[config.mk]
export PLATFORM = sky130hd
export DESIGN_NAME = pa_cache_filter
export DESIGN_NICKNAME = d
export VERILOG_FILES = /design/src/rtl/pa_filt_pkg.sv /design/src/rtl/pa_filt_rst_sync.sv /design/src/rtl/pa_filt_classify.sv /design/src/rtl/pa_filt_rewrite.sv /design/src/rtl/pa_filt_outreg.sv /design/src/rtl/pa_cache_filter.sv
export SDC_FILE = /design/constraint.sdc
export NUM_CORES = 1
export LEC_CHECK = 0
export BUFFER_PORTS_ARGS = -buffer_cell sky130_fd_sc_hd__buf_2
export CAP_MARGIN = 15
export CORE_MARGIN = 2
export CORE_UTILIZATION = 25
export CTS_CLUSTER_SIZE = 8
export DETAILED_ROUTE_END_ITERATION = 10
export GPL_TIMING_DRIVEN = 0
export PLACE_DENSITY_LB_ADDON = 0.2
export SLEW_MARGIN = 25
export SYNTH_ARGS = -nofsm -noshare
export SYNTH_HDL_FRONTEND = slang
export SYNTH_SLANG_ARGS = --single-unit
[constraint.sdc]
create_clock -name clk -period 2.2 [get_ports clk]
set_input_delay 0.11 -clock clk [delete_from_list [all_inputs] [get_ports clk]]
set_output_delay 0.11 -clock clk [all_outputs]
set_load 0.05 [all_outputs]
[src/rtl/pa_filt_pkg.sv]
package pa_filt_pkg;

  typedef enum logic [1:0] {
    FLT_NONE      = 2'd0,
    FLT_REGSPACE  = 2'd1,
    FLT_IFETCH_UC = 2'd2
  } pa_fault_e;

endpackage

[src/rtl/pa_filt_rst_sync.sv]
module pa_filt_rst_sync (
  input  logic clk,
  input  logic rst_n,
  output logic rst_sync_n
);

  logic [1:0] sync_q;

  always_ff @(posedge clk or negedge rst_n) begin
    if (!rst_n) sync_q <= 2'b00;
    else        sync_q <= {sync_q[0], 1'b1};
  end

  assign rst_sync_n = sync_q[1];

endmodule

[src/rtl/pa_filt_classify.sv]
module pa_filt_classify
  import pa_filt_pkg::*;
#(
  parameter int unsigned PA_W    = 44,
  parameter int unsigned UC_BIT  = 43,
  parameter int unsigned REG_LO  = 40,
  parameter int unsigned REG_TAG = 7
) (
  input  logic [PA_W-1:0] paddr,
  input  logic            ifetch,
  output logic            uc_hit,
  output logic            reg_hit,
  output logic            mark_uc,
  output pa_fault_e       fault
);

  localparam int unsigned TAG_W = UC_BIT - REG_LO;

  logic [TAG_W-1:0] tag_field;

  assign tag_field = paddr[UC_BIT-1:REG_LO];
  assign uc_hit    = paddr[UC_BIT];
  assign reg_hit   = uc_hit && (tag_field == TAG_W'(REG_TAG));

  always_comb begin
    mark_uc = uc_hit && !reg_hit;
    fault   = FLT_NONE;
    if (reg_hit) begin
      fault = FLT_REGSPACE;
    end else if (mark_uc && ifetch) begin
      fault = FLT_IFETCH_UC;
    end
  end

endmodule

[src/rtl/pa_filt_rewrite.sv]
module pa_filt_rewrite #(
  parameter int unsigned PA_W     = 44,
  parameter int unsigned STRIP_HI = 42,
  parameter int unsigned STRIP_LO = 35
) (
  input  logic [PA_W-1:0] addr_in,
  input  logic            strip,
  output logic [PA_W-1:0] addr_out
);

  for (genvar b = 0; b < PA_W; b++) begin : g_bit
    if (b >= STRIP_LO && b <= STRIP_HI) begin : g_clr
      assign addr_out[b] = addr_in[b] & ~strip;
    end else begin : g_keep
      assign addr_out[b] = addr_in[b];
    end
  end

endmodule

[src/rtl/pa_filt_outreg.sv]
module pa_filt_outreg
  import pa_filt_pkg::*;
#(
  parameter int unsigned PA_W = 44
) (
  input  logic            clk,
  input  logic            rst_n,
  input  logic            in_valid,
  input  logic [PA_W-1:0] d_addr,
  input  logic            d_uncache,
  input  pa_fault_e       d_fault,
  output logic            q_valid,
  output logic [PA_W-1:0] q_addr,
  output logic            q_uncache,
  output logic            q_strict,
  output pa_fault_e       q_fault
);

  logic [PA_W-1:0] addr_nxt;
  logic            unc_nxt;
  logic            str_nxt;
  pa_fault_e       flt_nxt;

  always_comb begin
    addr_nxt = q_addr;
    unc_nxt  = q_uncache;
    str_nxt  = q_strict;
    flt_nxt  = q_fault;
    if (in_valid) begin
      addr_nxt = d_addr;
      unc_nxt  = d_uncache;
      str_nxt  = d_uncache;
      flt_nxt  = d_fault;
    end
  end

  always_ff @(posedge clk or negedge rst_n) begin
    if (!rst_n) begin
      q_valid   <= 1'b0;
      q_addr    <= '0;
      q_uncache <= 1'b0;
      q_strict  <= 1'b0;
      q_fault   <= FLT_NONE;
    end else begin
      q_valid   <= in_valid;
      q_addr    <= addr_nxt;
      q_uncache <= unc_nxt;
      q_strict  <= str_nxt;
      q_fault   <= flt_nxt;
    end
  end

  p_valid_set_r2: assert property (@(posedge clk) disable iff (!rst_n)
    in_valid |=> q_valid);
  p_valid_clr_r2: assert property (@(posedge clk) disable iff (!rst_n)
    !in_valid |=> !q_valid);
  p_hold_r8: assert property (@(posedge clk) disable iff (!rst_n)
    !in_valid |=> ($stable(q_addr) && $stable(q_uncache) && $stable(q_strict) && $stable(q_fault)));

endmodule

[src/rtl/pa_cache_filter.sv]
module pa_cache_filter
  import pa_filt_pkg::*;
#(
  parameter int unsigned PA_W     = 44,
  parameter int unsigned UC_BIT   = 43,
  parameter int unsigned REG_LO   = 40,
  parameter int unsigned REG_TAG  = 7,
  parameter int unsigned STRIP_HI = 42,
  parameter int unsigned STRIP_LO = 35
) (
  input  logic            clk,
  input  logic            rst_n,
  input  logic            in_valid,
  input  logic [PA_W-1:0] in_paddr,
  input  logic            in_ifetch,
  output logic            out_valid,
  output logic [PA_W-1:0] out_paddr,
  output logic            out_uncache,
  output logic            out_strict,
  output logic [1:0]      out_fault
);

  localparam int unsigned TAG_W = UC_BIT - REG_LO;

  logic            rst_sync_n;
  logic            uc_hit;
  logic            reg_hit;
  logic            mark_uc;
  pa_fault_e       fault_d;
  pa_fault_e       fault_q;
  logic [PA_W-1:0] addr_d;

  pa_filt_rst_sync u_rst (
    .clk        (clk),
    .rst_n      (rst_n),
    .rst_sync_n (rst_sync_n)
  );

  pa_filt_classify #(
    .PA_W    (PA_W),
    .UC_BIT  (UC_BIT),
    .REG_LO  (REG_LO),
    .REG_TAG (REG_TAG)
  ) u_cls (
    .paddr   (in_paddr),
    .ifetch  (in_ifetch),
    .uc_hit  (uc_hit),
    .reg_hit (reg_hit),
    .mark_uc (mark_uc),
    .fault   (fault_d)
  );

  pa_filt_rewrite #(
    .PA_W     (PA_W),
    .STRIP_HI (STRIP_HI),
    .STRIP_LO (STRIP_LO)
  ) u_rw (
    .addr_in  (in_paddr),
    .strip    (mark_uc),
    .addr_out (addr_d)
  );

  pa_filt_outreg #(
    .PA_W (PA_W)
  ) u_reg (
    .clk       (clk),
    .rst_n     (rst_sync_n),
    .in_valid  (in_valid),
    .d_addr    (addr_d),
    .d_uncache (mark_uc),
    .d_fault   (fault_d),
    .q_valid   (out_valid),
    .q_addr    (out_paddr),
    .q_uncache (out_uncache),
    .q_strict  (out_strict),
    .q_fault   (fault_q)
  );

  assign out_fault = fault_q;

  logic in_tag;
  assign in_tag = (in_paddr[UC_BIT-1:REG_LO] == TAG_W'(REG_TAG));

  p_pass_r3: assert property (@(posedge clk) disable iff (!rst_sync_n)
    (in_valid && !in_paddr[UC_BIT]) |=>
      (out_fault == 2'd0 && !out_uncache && out_paddr == $past(in_paddr)));
  p_regspace_r4: assert property (@(posedge clk) disable iff (!rst_sync_n)
    (in_valid && in_paddr[UC_BIT] && in_tag) |=>
      (out_fault == 2'd1 && !out_uncache && out_paddr == $past(in_paddr)));
  p_uncache_r5: assert property (@(posedge clk) disable iff (!rst_sync_n)
    (in_valid && in_paddr[UC_BIT] && !in_tag) |=> (out_uncache && out_strict));
  p_strip_r6: assert property (@(posedge clk) disable iff (!rst_sync_n)
    out_uncache |-> (out_paddr[STRIP_HI:STRIP_LO] == '0 && out_paddr[UC_BIT]));
  p_fetch_r7: assert property (@(posedge clk) disable iff (!rst_sync_n)
    (in_valid && in_ifetch && in_paddr[UC_BIT] && !in_tag) |=> out_fault == 2'd2);
  p_code_r9: assert property (@(posedge clk) disable iff (!rst_sync_n)
    out_fault != 2'd3);
  p_pair_r9: assert property (@(posedge clk) disable iff (!rst_sync_n)
    out_strict == out_uncache);

endmodule

==> results by group <==
GRT
  • Largest net degree at the start of global routing: a little under 50
  • First-pass GRT wire length: 6620 um
  • Met1 Use GR: 12.2%
  • Most Crowded Layer GR: met2
  • Met3 GRT Util: 5.06%
  • Initial antenna violation count: 0
  • Vias in the first global route: 1399
  • Met2 usage: 14.8%
  • GRT Residual Overflow: 0
  • GRT Util Overall: 9.85%

Worst setup path
  • Worst flop-to-flop path startpoint: u_rst.sync_q[1]
  • Crit path kind: input pin to register
  • Worst R2R Setup Slack: 1440 ps
  • Worst r2r path cells: 0
  • Startpoint types: input pin
  • Max stage delay on crit path: roughly 520 ps
  • R2R Path End: u_reg.q_addr[6]
  • Worst path cell trace: dlygate4sd3_1 -> buf_2 -> buf_6 -> buf_6 -> mux2_2
  • Slowest CP cell: dlygate4sd3_1
  • Worst setup EP type: register
  • Top Family by Delay on Critical Path: buffers and inverters
  • Worst endpoint data arrival time: 1420 ps
  • CP max FO: 10
  • CP Data Required Time: 2380 ps
  • WP buf/inv: 4
  • Most Frequent Cell on Critical Path: buf_6

Clock tree
  • Worst-Skew Late Latency: a little under 300 ps
  • Htree depth: 2
  • CTS resizes: 0
  • Clock sinks: 50
  • CTS tree: done
  • Hold-fix buffers at CTS: 2
  • Max Root-Sink Buffers: 2
  • CTS clock-pin slew for the worst setup and hold paths: about 90 ps
  • CTS root buf: clkbuf_8
  • CTS Buf Count: 5
  • Post-CTS setup buffer count: 0

Synthesis
  • Largest area contributor in the netlist: dfrtp_1
  • Post-Synthesis Mean Instance Area: 16.1 um^2
  • Post-synthesis cell area: 1900 um^2
  • Sequential area share after synthesis: 65.7%
  • Synth Warn #: 0
  • Share of the synthesized area in the top cell type: roughly 66%
  • Syn nets: ~170
  • Synth area leaders: dfrtp_1, mux2_2, mux2i_1
  • Synth unique cells: 16
  • Number of synthesized register bits: 50
  • Mapped Cells: 118

Worst hold path
  • Hold Path Class: input pin to register
  • Hold Crit Depth: 2
  • Hold path endpoint: u_reg.q_addr[28]
  • Worst hold start: in_paddr[28]

Route
  • Wire per inst: 12.0 um
  • Via Count: 1308
  • Total Wirelength: 3890 um
  • Via density: about 4.0
  • Drc violations: 0
  • Drt pass-1 iters: 3
  • Initial DRC count: 11
  • Antenna-violating nets left: 0

Floorplan
  • Row cnt: 31
  • Horiz. Die Dim: 91.3 um
  • Starting density of the core: about 26%
  • Die height: 91.3 um
  • Core area: around 7300 um^2
  • I/O Pins: 97
  • Die ar.: about 8300 um^2

Run status
  • Outcome: finished clean

Final layout
  • Share of cells above drive strength 1: 65.2%
  • Area growth from synthesis to layout: 37.2%
  • Most frequent cells in the layout: buf_2, dfrtp_1, mux2_2
  • Most common cell after layout, fill and taps aside: buf_2
  • Multi-input gate area: 571 um^2
  • Filler cell count: about 730
  • Antenna diodes: 0
  • Storage cell area: 1250 um^2
  • Non-filler instance count after layout: 323
  • Final nets: 271

Timing
  • Slew headroom: ~60%
  • Worst Clk Skew: 5.16 ps
  • TNS Setup: 0 ps
  • Slew @ Worst Pin: roughly 610 ps
  • Fin. Hold Viols: 0
  • Slew Viols, Final: 0
  • Setup violators final: 0
  • Max Fclk: 804 MHz
  • RSZ-0062 raised after global routing: no
  • Final Critical Period: 1240 ps
  • Final Cycle Share: 56.5%

Placed design
  • PortBufs: 96
  • GP Congestion: 0.726
  • Cells after DPL: 313
  • Post-DP HPWL: 2860 um

Run
  • MaxCap Viol Count: 0

Power
  • Pleak: 1.30 nW
  • Max VDD drop: between 0.3 and 0.4 mV
  • P per Cell Area: 827 nW/um^2
[cells by family (layout without fill, tap and decap cells)]
group,after synthesis,in the layout,synth area share (%)
DFF,50,50,65.7
and+or+nand+nor,3,3,0.919
buffers and inverters,9,115,4.34
other,1,1,0.197
muxes,43,43,24.9
AOI/OAI and AO/OA,12,12,3.94
[metal layers]
metal | vias to the layer above | share of wire (%)
met2 | 68 | 44
met3 | 4 | 12
met4 | 0 | 1.1
met5 | - | 0
met1 | 617 | 43
li1 | 619 | -
[final cells by class]
type	count	share of cell area (%)
buffer	8	3.02
inverter	1	0.144
multi-input combinational	59	21.8
timing repair buffer	98	19.2
sequential	50	48.0
clock buffer	8	3.07
tap	99	4.74
[Yosys cell counts, drive strengths merged]
cell type  number
mux2i           8
and2            1
nand3           1
conb            1
o2bb2ai         1
a22o            1
nand2           1
inv             1
mux2           35
a21oi           8
a32o            1
a21o            1
dfrtp          50
clkbuf          1
buf             7
[worst max-delay path by stage]
stage / start / to / slack [ps] / cells past startpoint
6_report: in_valid / u_reg.q_addr[13] / 960 / 5
5_1_grt: in_valid / u_reg.q_addr[2] / 910 / 5
4_1_cts: in_valid / u_reg.q_addr[20] / 950 / 5
3_5_place_dp: in_valid / u_reg.q_addr[20] / 1170 / 4
3_3_place_gp: u_rst.sync_q[1] / u_reg.q_addr[0] / 20 / 0
2_1_floorplan: u_rst.sync_q[1] / u_reg.q_addr[0] / 710 / 0
[per-stage QoR]
stage / utilization [%] / area, um^2 / hold WS [ps] / power [mW] / setup slack, ps
after floorplan: - / 1900 / -186 / 1.51 / 705
after global placement: 34.2 / 2510 / -104 / 1.67 / 17.9
after detailed placement: 34.3 / 2510 / -103 / 1.68 / 1170
after CTS: 35.6 / 2610 / 28.1 / 2.20 / 947
after global routing: 35.6 / 2610 / 31.4 / 2.27 / 906
final: 35.6 / 2610 / 40.3 / 2.16 / 956
[where the power goes]
part	leakage [nW]	switching [mW]	internal [mW]	total, mW
Clock	0.0395	0.281	0.227	0.507
Sequential	0.595	0.0557	1.01	1.06
Combinational	0.667	0.415	0.177	0.592
[registers in the layout (all words and copies together) (netlist names)]
name             cells
u_reg.q_valid        1
u_rst.sync_q         2
u_reg.q_fault        2
u_reg.q_uncache      1
u_reg.q_addr        44
Power figures use the tool's default switching activity.
